### config.mk
export PLATFORM = sky130hd
export DESIGN_NAME = memctl_regbank
export DESIGN_NICKNAME = d
export VERILOG_FILES = /design/src/rtl/mcr_pkg.sv /design/src/rtl/mcr_enable_reg.sv /design/src/rtl/mcr_plain_reg.sv /design/src/rtl/mcr_fault_irq.sv /design/src/rtl/mcr_diag_ram.sv /design/src/rtl/memctl_regbank.sv
export SDC_FILE = /design/constraint.sdc
export NUM_CORES = 1
export LEC_CHECK = 0
export BUFFER_PORTS_ARGS = -buffer_cell sky130_fd_sc_hd__buf_2
export CAP_MARGIN = 40
export CORE_ASPECT_RATIO = 0.8
export CORE_MARGIN = 4
export CORE_UTILIZATION = 45
export DETAILED_ROUTE_END_ITERATION = 10
export PLACE_DENSITY_LB_ADDON = 0.08
export SYNTH_ARGS = -nofsm -noshare
export SYNTH_HDL_FRONTEND = slang
export SYNTH_SLANG_ARGS = --single-unit
### constraint.sdc
create_clock -name clk -period 6.96 [get_ports clk]
set_input_delay 1.392 -clock clk [delete_from_list [all_inputs] [get_ports clk]]
set_output_delay 1.392 -clock clk [all_outputs]
set_load 0.02 [all_outputs]
### src/rtl/mcr_pkg.sv
package mcr_pkg;
  localparam int NREGS = 7;
  localparam logic [31:0] EN_WMASK_V0  = 32'h0000_0103;
  localparam logic [31:0] EN_WMASK_V12 = 32'h0000_0bff;
  localparam logic [31:0] EN_KEEP_V0   = 32'h0000_0100;
  localparam logic [31:0] EN_KEEP_V12  = 32'hff00_0bfc;
  localparam logic [31:0] DELAY_RST    = 32'h0000_0020;

  typedef enum logic [2:0] {
    IX_ENABLE = 3'd0, IX_DELAY = 3'd1, IX_FAULT = 3'd2, IX_VIDEO = 3'd3,
    IX_DIAG   = 3'd4, IX_ERR0  = 3'd5, IX_ERR1  = 3'd6
  } reg_ix_e;

  function automatic logic [31:0] variant_ident(int v);
    return 32'(v) << 28;
  endfunction

  function automatic logic [31:0] enable_on_write(int v, logic [31:0] d);
    if (v == 0) return d & EN_WMASK_V0;
    return variant_ident(v) | (d & EN_WMASK_V12);
  endfunction

  function automatic logic [31:0] enable_on_reset(int v, logic [31:0] cur);
    if (v == 0) return cur & EN_KEEP_V0;
    return cur & EN_KEEP_V12;
  endfunction

  function automatic logic [31:0] enable_legal_bits(int v);
    if (v == 0) return EN_WMASK_V0;
    return 32'hff00_0000 | EN_WMASK_V12;
  endfunction
endpackage

### src/rtl/mcr_enable_reg.sv
module mcr_enable_reg
  import mcr_pkg::*;
#(
  parameter int VARIANT = 0
) (
  input  logic        clk,
  input  logic        rst_n,
  input  logic        wr,
  input  logic [31:0] wdata,
  output logic [31:0] q
);
  localparam logic [31:0] IDENT = variant_ident(VARIANT);

  logic [31:0] q_r = IDENT;

  always_ff @(posedge clk) begin
    if (!rst_n)   q_r <= enable_on_reset(VARIANT, q_r);
    else if (wr)  q_r <= enable_on_write(VARIANT, wdata);
  end

  assign q = q_r;

  assert_ident_field_R1: assert property (@(posedge clk) disable iff (!rst_n)
    q_r[31:24] == IDENT[31:24] || (VARIANT == 0 && q_r[31:24] == 8'h00));

  assert_write_mask_R2: assert property (@(posedge clk) disable iff (!rst_n)
    wr |=> (q_r & ~enable_legal_bits(VARIANT)) == 32'h0);

  assert_reset_keep_R3: assert property (@(posedge clk)
    !rst_n |=> (q_r & ~(VARIANT == 0 ? EN_KEEP_V0 : EN_KEEP_V12)) == 32'h0);

  assert_hold_R2: assert property (@(posedge clk) disable iff (!rst_n)
    (!wr && rst_n) |=> $stable(q_r) || !rst_n);
endmodule

### src/rtl/mcr_plain_reg.sv
module mcr_plain_reg #(
  parameter logic [31:0] RST_VAL = 32'h0,
  parameter bit          RETAIN  = 1'b0
) (
  input  logic        clk,
  input  logic        rst_n,
  input  logic        wr,
  input  logic [31:0] wdata,
  output logic [31:0] q
);
  logic [31:0] q_r = 32'h0;

  generate
    if (RETAIN) begin : g_keep
      always_ff @(posedge clk) begin
        if (rst_n && wr) q_r <= wdata;
      end
    end else begin : g_clr
      always_ff @(posedge clk) begin
        if (!rst_n)   q_r <= RST_VAL;
        else if (wr)  q_r <= wdata;
      end
    end
  endgenerate

  assign q = q_r;

  assert_store_R5: assert property (@(posedge clk) disable iff (!rst_n)
    wr |=> (q_r == $past(wdata)) || !rst_n);
endmodule

### src/rtl/mcr_fault_irq.sv
module mcr_fault_irq (
  input  logic        clk,
  input  logic        rst_n,
  input  logic        sw_wr,
  input  logic [31:0] sw_wdata,
  input  logic        inj,
  input  logic [31:0] inj_word,
  output logic [31:0] status,
  output logic        irq
);
  logic [31:0] status_r = 32'h0;
  logic        irq_r    = 1'b0;

  always_ff @(posedge clk) begin
    if (!rst_n) begin
      status_r <= 32'h0;
      irq_r    <= 1'b0;
    end else if (inj) begin
      status_r <= inj_word;
      irq_r    <= 1'b1;
    end else if (sw_wr) begin
      status_r <= sw_wdata;
      irq_r    <= 1'b0;
    end
  end

  assign status = status_r;
  assign irq    = irq_r;

  assert_inject_raise_R7: assert property (@(posedge clk) disable iff (!rst_n)
    inj |=> (irq_r && status_r == $past(inj_word)) || !rst_n);

  assert_irq_sticky_R7: assert property (@(posedge clk) disable iff (!rst_n)
    (!inj && !sw_wr && irq_r) |=> irq_r || !rst_n);

  assert_sw_clear_R8: assert property (@(posedge clk) disable iff (!rst_n)
    (sw_wr && !inj) |=> !irq_r);

  assert_reset_quiet_R6: assert property (@(posedge clk)
    !rst_n |=> (!irq_r && status_r == 32'h0));
endmodule

### src/rtl/mcr_diag_ram.sv
module mcr_diag_ram #(
  parameter int DEPTH = 16,
  parameter int AW    = $clog2(DEPTH)
) (
  input  logic          clk,
  input  logic          req,
  input  logic          we,
  input  logic [AW-1:0] addr,
  input  logic [7:0]    wdata,
  output logic [7:0]    rdata
);
  logic [7:0] mem [DEPTH];
  logic [7:0] rd_r = 8'h0;
  logic       rd_fire;

  assign rd_fire = req && !we;

  always_ff @(posedge clk) begin
    if (req && we) mem[addr] <= wdata;
    if (rd_fire)   rd_r <= mem[addr];
  end

  assign rdata = rd_r;

  assert_read_hold_R10: assert property (@(posedge clk)
    !rd_fire |=> $stable(rd_r));
endmodule

### src/rtl/memctl_regbank.sv
module memctl_regbank
  import mcr_pkg::*;
#(
  parameter int VARIANT    = 0,
  parameter int ADDR_W     = 4,
  parameter int DIAG_DEPTH = 16,
  parameter int DIAG_AW    = $clog2(DIAG_DEPTH)
) (
  input  logic               clk,
  input  logic               rst_n,
  input  logic               bus_sel,
  input  logic               bus_we,
  input  logic [ADDR_W-1:0]  bus_addr,
  input  logic [31:0]        bus_wdata,
  output logic [31:0]        bus_rdata,
  input  logic               fault_inject,
  input  logic [31:0]        fault_word,
  output logic               irq,
  input  logic               diag_req,
  input  logic               diag_we,
  input  logic [DIAG_AW-1:0] diag_addr,
  input  logic [7:0]         diag_wdata,
  output logic [7:0]         diag_rdata
);
  localparam int IXW   = $clog2(NREGS);
  localparam int SLOTS = 2 ** IXW;

  logic [NREGS-1:0] wr_hit;
  logic [31:0]      regq [SLOTS];
  logic             in_range;
  logic [IXW-1:0]   ix;

  assign in_range = bus_addr < ADDR_W'(NREGS);
  assign ix       = bus_addr[IXW-1:0];

  generate
    for (genvar i = 0; i < NREGS; i++) begin : g_dec
      assign wr_hit[i] = bus_sel && bus_we && (bus_addr == ADDR_W'(i));
    end
    for (genvar i = NREGS; i < SLOTS; i++) begin : g_pad
      assign regq[i] = 32'h0;
    end
  endgenerate

  mcr_enable_reg #(.VARIANT(VARIANT)) u_enable (
    .clk(clk), .rst_n(rst_n), .wr(wr_hit[IX_ENABLE]),
    .wdata(bus_wdata), .q(regq[IX_ENABLE])
  );

  mcr_fault_irq u_fault (
    .clk(clk), .rst_n(rst_n), .sw_wr(wr_hit[IX_FAULT]), .sw_wdata(bus_wdata),
    .inj(fault_inject), .inj_word(fault_word),
    .status(regq[IX_FAULT]), .irq(irq)
  );

  generate
    for (genvar i = 1; i < NREGS; i++) begin : g_plain
      if (i != int'(IX_FAULT)) begin : g_reg
        mcr_plain_reg #(
          .RST_VAL(i == int'(IX_DELAY) ? DELAY_RST : 32'h0),
          .RETAIN (i == int'(IX_DIAG) || i == int'(IX_ERR0))
        ) u_reg (
          .clk(clk), .rst_n(rst_n), .wr(wr_hit[i]),
          .wdata(bus_wdata), .q(regq[i])
        );
      end
    end
  endgenerate

  assign bus_rdata = in_range ? regq[ix] : 32'h0;

  generate
    if (VARIANT == 0) begin : g_diag
      mcr_diag_ram #(.DEPTH(DIAG_DEPTH), .AW(DIAG_AW)) u_diag (
        .clk(clk), .req(diag_req), .we(diag_we), .addr(diag_addr),
        .wdata(diag_wdata), .rdata(diag_rdata)
      );
    end else begin : g_nodiag
      logic diag_unused;
      assign diag_unused = ^{diag_req, diag_we, diag_addr, diag_wdata};
      assign diag_rdata  = 8'h0;
    end
  endgenerate

  assert_decode_onehot_R5: assert property (@(posedge clk) disable iff (!rst_n)
    $onehot0(wr_hit));

  assert_unmapped_zero_R9: assert property (@(posedge clk) disable iff (!rst_n)
    (bus_sel && !bus_we && !in_range) |-> bus_rdata == 32'h0);

  assert_no_diag_R11: assert property (@(posedge clk) disable iff (!rst_n)
    VARIANT != 0 |-> diag_rdata == 8'h0);

  assert_delay_reset_R6: assert property (@(posedge clk)
    !rst_n |=> regq[IX_DELAY] == DELAY_RST);
endmodule

[After elaboration in Yosys (flattened, before gate mapping)]
Memory sizes are Yosys's and may differ from the RTL's. A register that Yosys moved wholly into a read port is not among the register bits.
Cells that the tools add are included.
Cells by class
  add/subtract/negate cells: 0
  multiply operators: 0
  divide/modulo/power cells: 0
  order comparisons: 2
  equal/unequal tests: 7
  shifts and indexed selects: 0
  mux-type cells: 17
  bitwise gates (word level): 1
  reductions and logical operators: 18
Operators with widths (count)
  $mux 32: 8
  $bmux 32 s3: 1
  $eq 4x3->1 const B: 3
  $logic_and 1x1->1: 12
  $mux 12: 1
  $eq 4x2->1 const B: 2
  $mux 1: 7
  $eq 4x1->1 const B: 1
  $ge 4x4->1 const B: 1
  $logic_not 4->1: 1
  $lt 4x3->1 const B: 1
  $not 3->4: 1
  $reduce_and 2->1: 2
  $reduce_bool 2->1: 2
  $ne 2x1->1 const B: 1
  $logic_not 1->1: 1
Word-level totals
  bits in registers: 225
  bits in latches: 0
  RAM bits: 128
  ROM bits: 0
  input port bits: 87
  output and inout bits: 41
  memories kept: 1
Memories
  g_diag.u_diag.mem: depth 16, bits a word 8, rd ports 1, clocked after Yosys merged registers in 1, write ports 1, RTL line mcr_diag_ram.sv:12  | logic [7:0] mem [DEPTH];

[Depth between registers and ports, before layout]
  word-level depth: 7
  mapped depth: 7
  mapped depth without buffers: 3

[Cells and area by module]
From an unflattened synthesis, not the netlist that was laid out.
Unflattened totals
  cell total of the unflattened synthesis: 999
  area, all modules: 15107.0 um^2
By module, submodules not included
  mcr_diag_ram: instances 1, cells each 234, area an instance 5236.3 um^2, sequential area each 4083.9 um^2
  mcr_plain_reg at g_plain[3].g_reg.u_reg ...: instances 2, cells each 103, area an instance 1243.7 um^2, sequential area each 640.6 um^2
  memctl_regbank: instances 1, cells each 206, area an instance 2059.5 um^2, sequential area each 0.0 um^2
  mcr_plain_reg at g_plain[4].g_reg.u_reg ...: instances 2, cells each 33, area an instance 967.2 um^2, sequential area each 960.9 um^2
  mcr_fault_irq: instances 1, cells each 146, area an instance 1805.5 um^2, sequential area each 660.6 um^2
  mcr_plain_reg at g_plain[1].g_reg.u_reg: instances 1, cells each 103, area an instance 1241.2 um^2, sequential area each 640.6 um^2
  mcr_enable_reg: instances 1, cells each 38, area an instance 342.8 um^2, sequential area each 90.1 um^2

[Worst setup path after synthesis]
No wires, ideal clock.
  path kind: input to register
  start: input port bus_addr[0]
  end: register g_plain[4].g_reg.u_reg.q_r[0] (enable)
  setup time: 0.513 ns
  arrival: 5.352 ns
  data required time: 6.447 ns
  path slack: 1.095 ns
  stages on the path: 4
  path buffers: 3
  cell sequence: buf_2 > buf_2 > clkbuf_1 > nor4b_1
Between the ends
  longest elaborated chain between the ends: 3
RTL lines
  start: declaration: RTL line memctl_regbank.sv:13  | input logic [ADDR_W-1:0] bus_addr,
  $eq 4x3->1: RTL line memctl_regbank.sv:38  | assign wr_hit[i] = bus_sel && bus_we && (bus_addr == ADDR_W'(i));
  $logic_and 1x1->1: RTL line memctl_regbank.sv:38
  $logic_and 1x1->1: RTL line mcr_plain_reg.sv:16  | if (rst_n && wr) q_r <= wdata;
  end signal: assignment: RTL line mcr_plain_reg.sv:16
  end: declaration: RTL line mcr_plain_reg.sv:11  | logic [31:0] q_r = 32'h0;
No other way between the ends.
A chain may end at the register's enable or synchronous reset.

[Worst setup path in the final report]
  start: input port bus_addr[1]
  end: output port bus_rdata[30]
Between the ends
  longest elaborated chain between the ends: 5
RTL lines
  $not 3->4 (implied by the code): RTL line memctl_regbank.sv:70  | assign bus_rdata = in_range ? regq[ix] : 32'h0;
  $bmux 32 s3: RTL line memctl_regbank.sv:70
  $mux 32 (implied by the code) (2 in a row): RTL line memctl_regbank.sv:70
  $mux 32 *: RTL line memctl_regbank.sv:70
  end: declaration: RTL line memctl_regbank.sv:15  | output logic [31:0] bus_rdata,
Every way passes the cells marked *; elsewhere a longest branch is shown, timed or not. The select of a mux whose other input is x is not followed.

==> flow_metrics.py <==
metrics = {
    "status": {
        "outcome": "finished, final reports clean",
    },
    "power": {
        "p_sw_share_pct": 22.6,
        "powerDensity_nw_per_um2": 268,
        "seqPwrFrac_pct": 48.6,
        "internal-power_mw": 3.39,
        "peakVddDrop_uv": 164,
        "leakage_nw": 5.60,
        "p_sw_mw": 0.992,
        "p_clk_share_pct": 43.8,
        "combinationalPowerShare_pct": 7.7,
    },
    "place": {
        "postPlaceCellArea_um2": 15100,
        "numPortBuffers": 127,
        "gp_congestion": 0.797,
        "hpwlAfterDp_mm": 23.2,
        "pre_cts_ws_ns": 1.69,
    },
    "detailed_routing": {
        "drtPass1Iterations": 5,
        "viasPerCell": 6.06,
        "dr_total_vias": 9983,
        "drtIter0Drc": 916,
        "wl_per_cell_um": 23.8,
        "routed_wl_mm": 39.2,
        "route.detailed.drc": 0,
        "antenna_left": 0,
    },
    "setup_path": {
        "path_class": "primary input to output pin",
        "worstRegToRegCells": 3,
        "crit_top_cell": "buf_4",
        "end_kind": "output pin",
        "worst-endpoint-required_ns": 5.57,
        "crit_chain": "buf_4 -> nor2b_4 -> buf_4 -> a221oi_1 -> a211oi_1 -> buf_2",
        "worstReg2RegStart": "g_diag.u_diag.mem[0][2]$_DFFE_PP_",
        "cp_slowest_cell": "nor2b_4",
        "cpLargestDelayFamily": "buffers and inverters",
        "rrSetupSlack_ns": 5.25,
        "cp_num_buf_inv": 3,
        "startpoint_type": "primary input",
        "crit_fanout": 38,
        "slowest_delay_ns": 0.85,
        "cp.arrival_ns": 3.88,
        "rr_endpoint": "g_diag.u_diag.rdata[2]$_DFFE_PP_",
    },
    "clock_network": {
        "ctsHoldBuffers": 0,
        "cts_max_level": 2,
        "numCtsBuffers": 35,
        "cts_setup_buffers": 0,
        "clk_path_buf_depth": 3,
        "cts_sinks": 332,
        "cts_root_buf": "clkbuf_16",
        "cts_resized": 0,
        "clk_pin_slew_ns": 0.06,
        "cts_tree": "built",
        "clkLatencyLatePin_ns": 0.50,
    },
    "synthesis": {
        "async_reset_ff_share_pct": 0,
        "postSynthAreaPerCell_um2": 12.6,
        "ys.flop_type": "edfxtp_1",
        "yosysUniqueCellTypes": 39,
        "synth_seq_cells": 332,
        "netlist_instances": 1132,
        "synth_area_um2": 14300,
        "synth_nets": 1219,
        "synth-edff-count": 203,
        "yosys_warnings": 0,
        "synth-seq-area-share_pct": 60.9,
    },
    "global_routing": {
        "track_usage_pct": 22.3,
        "grt_pass1_vias": 9767,
        "grt_pass1_wl_mm": 60.4,
        "grt_max_degree": 72,
        "antenna_found_initial": 1,
        "overflow": 0,
    },
    "timing": {
        "slew_headroom_pct": 37.8,
        "max_freq_ghz": 0.190,
        "tns_ns": 0,
        "finalWorstSetupSlack_ns": 1.68,
        "rsz0062_at_grt": "false",
        "hold_violations": 0,
        "finalClockSkew_ns": 0.0145,
        "drv_slew": 0,
        "hold_slack_ns": 0.452,
        "finalSetupViolations": 0,
        "worst_pin_slew_ns": 0.932,
        "post-route-min-period_ns": 5.28,
        "period_share_pct": 75.8,
    },
    "cells_and_area": {
        "final_common_cell": "edfxtp_1",
        "layout.nets": 1295,
        "fill_cells": 2683,
        "syn2layout_area_growth_pct": 14.6,
        "final_cell_mix": "edfxtp_1 (203), o21ai_0 (129), dfxtp_1 (129)",
        "antenna_cells": 0,
        "drive_gt1_share_pct": 23.1,
        "design_area_um2": 16300,
        "multi_input_area_um2": 5060,
        "fin_util_pct": 53.0,
        "regArea_um2": 8680,
    },
    "hold_path": {
        "min_from": "g_plain[1].g_reg.u_reg.q[0]$_SDFFE_PN0P_",
        "hold_path_class": "flip-flop to flip-flop",
        "hold_depth": 2,
        "min_to": "g_plain[1].g_reg.u_reg.q[0]$_SDFFE_PN0P_",
    },
    "die": {
        "die-area_um2": 34600,
        "row_count": 57,
        "core_area_um2": 30800,
        "dieWidth_um": 207,
        "initial_utilization_pct": 46.3,
        "io_pins": 128,
        "die-height_um": 167,
    },
    "flow_run": {
        "drv_cap": 0,
    },
}
## power groups by stage
stage / logic, mW / clock network [mW] / registers [mW]
detailed placement: 0.333 / 0 / 2.17
global placement: 0.329 / 0 / 2.17
global route: 0.361 / 2.05 / 2.13
finish: 0.336 / 1.92 / 2.13
CTS: 0.334 / 1.95 / 2.13
floorplan: 0.199 / 0 / 2.17
## synthesized netlist by cell type, types with 14 or more instances
| cell | instances | area (µm²) |
|---|---|---|
| a22oi_1 | 16 | 120 |
| a31oi_1 | 32 | 200 |
| nand2_1 | 70 | 263 |
| nand3_1 | 68 | 340 |
| dfxtp_1 | 129 | 2580 |
| buf_2 | 29 | 145 |
| a221oi_1 | 29 | 254 |
| o21ai_0 | 129 | 646 |
| mux2i_1 | 60 | 601 |
| clkbuf_1 | 71 | 267 |
| a21boi_1 | 14 | 105 |
| a21boi_0 | 51 | 383 |
| nor2_1 | 16 | 60.1 |
| mux4_2 | 35 | 788 |
| a211oi_1 | 32 | 240 |
| a21oi_1 | 32 | 160 |
| a2bb2oi_1 | 32 | 280 |
| mux2_2 | 29 | 327 |
| edfxtp_1 | 203 | 6100 |
## worst register-to-register path, stage by stage, from the launching register on
cell and delay [ns]:
edfxtp_1 0.37, mux4_2 0.45, a22oi_1 0.50, nand2_1 0.13
## layout make-up
type,count,area share [%]
Multi-Input combinational cell,680,30.9
Sequential cell,332,53.1
Tap cell,413,3.16
Timing Repair Buffer,157,5.45
Clock buffer,51,6.42
Inverter,2,0.0459
Clock inverter,12,0.880
## how the worst max path moves through the flow
stage,startpoint,endpoint,cells after the start,slack (ns)
floorplan,bus_addr[0],g_plain[4].g_reg.u_reg.q[0]$_DFFE_PP_,4,1.09
global placement,bus_addr[1],bus_rdata[30],6,1.76
detailed placement,bus_addr[1],bus_rdata[30],6,1.69
CTS,bus_addr[1],bus_rdata[30],6,1.68
global route,bus_addr[1],bus_rdata[30],6,1.58
finish,bus_addr[1],bus_rdata[30],6,1.68
## layer usage
metal / vias up / wire (µm) / track usage [%]
met3: 42 / 2950 / 3.81
met4: 2 / 476 / 3.68
met2: 390 / 17100 / 32.4
li1: 4518 / - / -
met5: - / 13 / 0
met1: 5031 / 18700 / 35.7
## logic make-up after synthesis
| kind of cell | share of synthesized area (%) |
|---|---|
| simple gates | 6.13 |
| buf+inv | 3.94 |
| mux | 12.0 |
| flops | 60.9 |
| compound gates | 17.0 |
## sequential cells by signal, summed over array words and instances (netlist names)
| name | flops |
|---|---|
| u_fault.irq | 1 |
| g_diag.u_diag.rdata | 8 |
| g_diag.u_diag.mem | 128 |
| u_fault.status | 32 |
| g_plain.g_reg.u_reg.q | 160 |
| u_enable.q | 3 |
## per-stage QoR
step,power [mW],cells
after CTS,4.41,1647
after global placement,2.50,1582
final,4.38,1647
after floorplan,2.37,1132
after global routing,4.54,1647
after detailed placement,2.51,1584
Note: power is estimated with default switching activity, not from simulation.
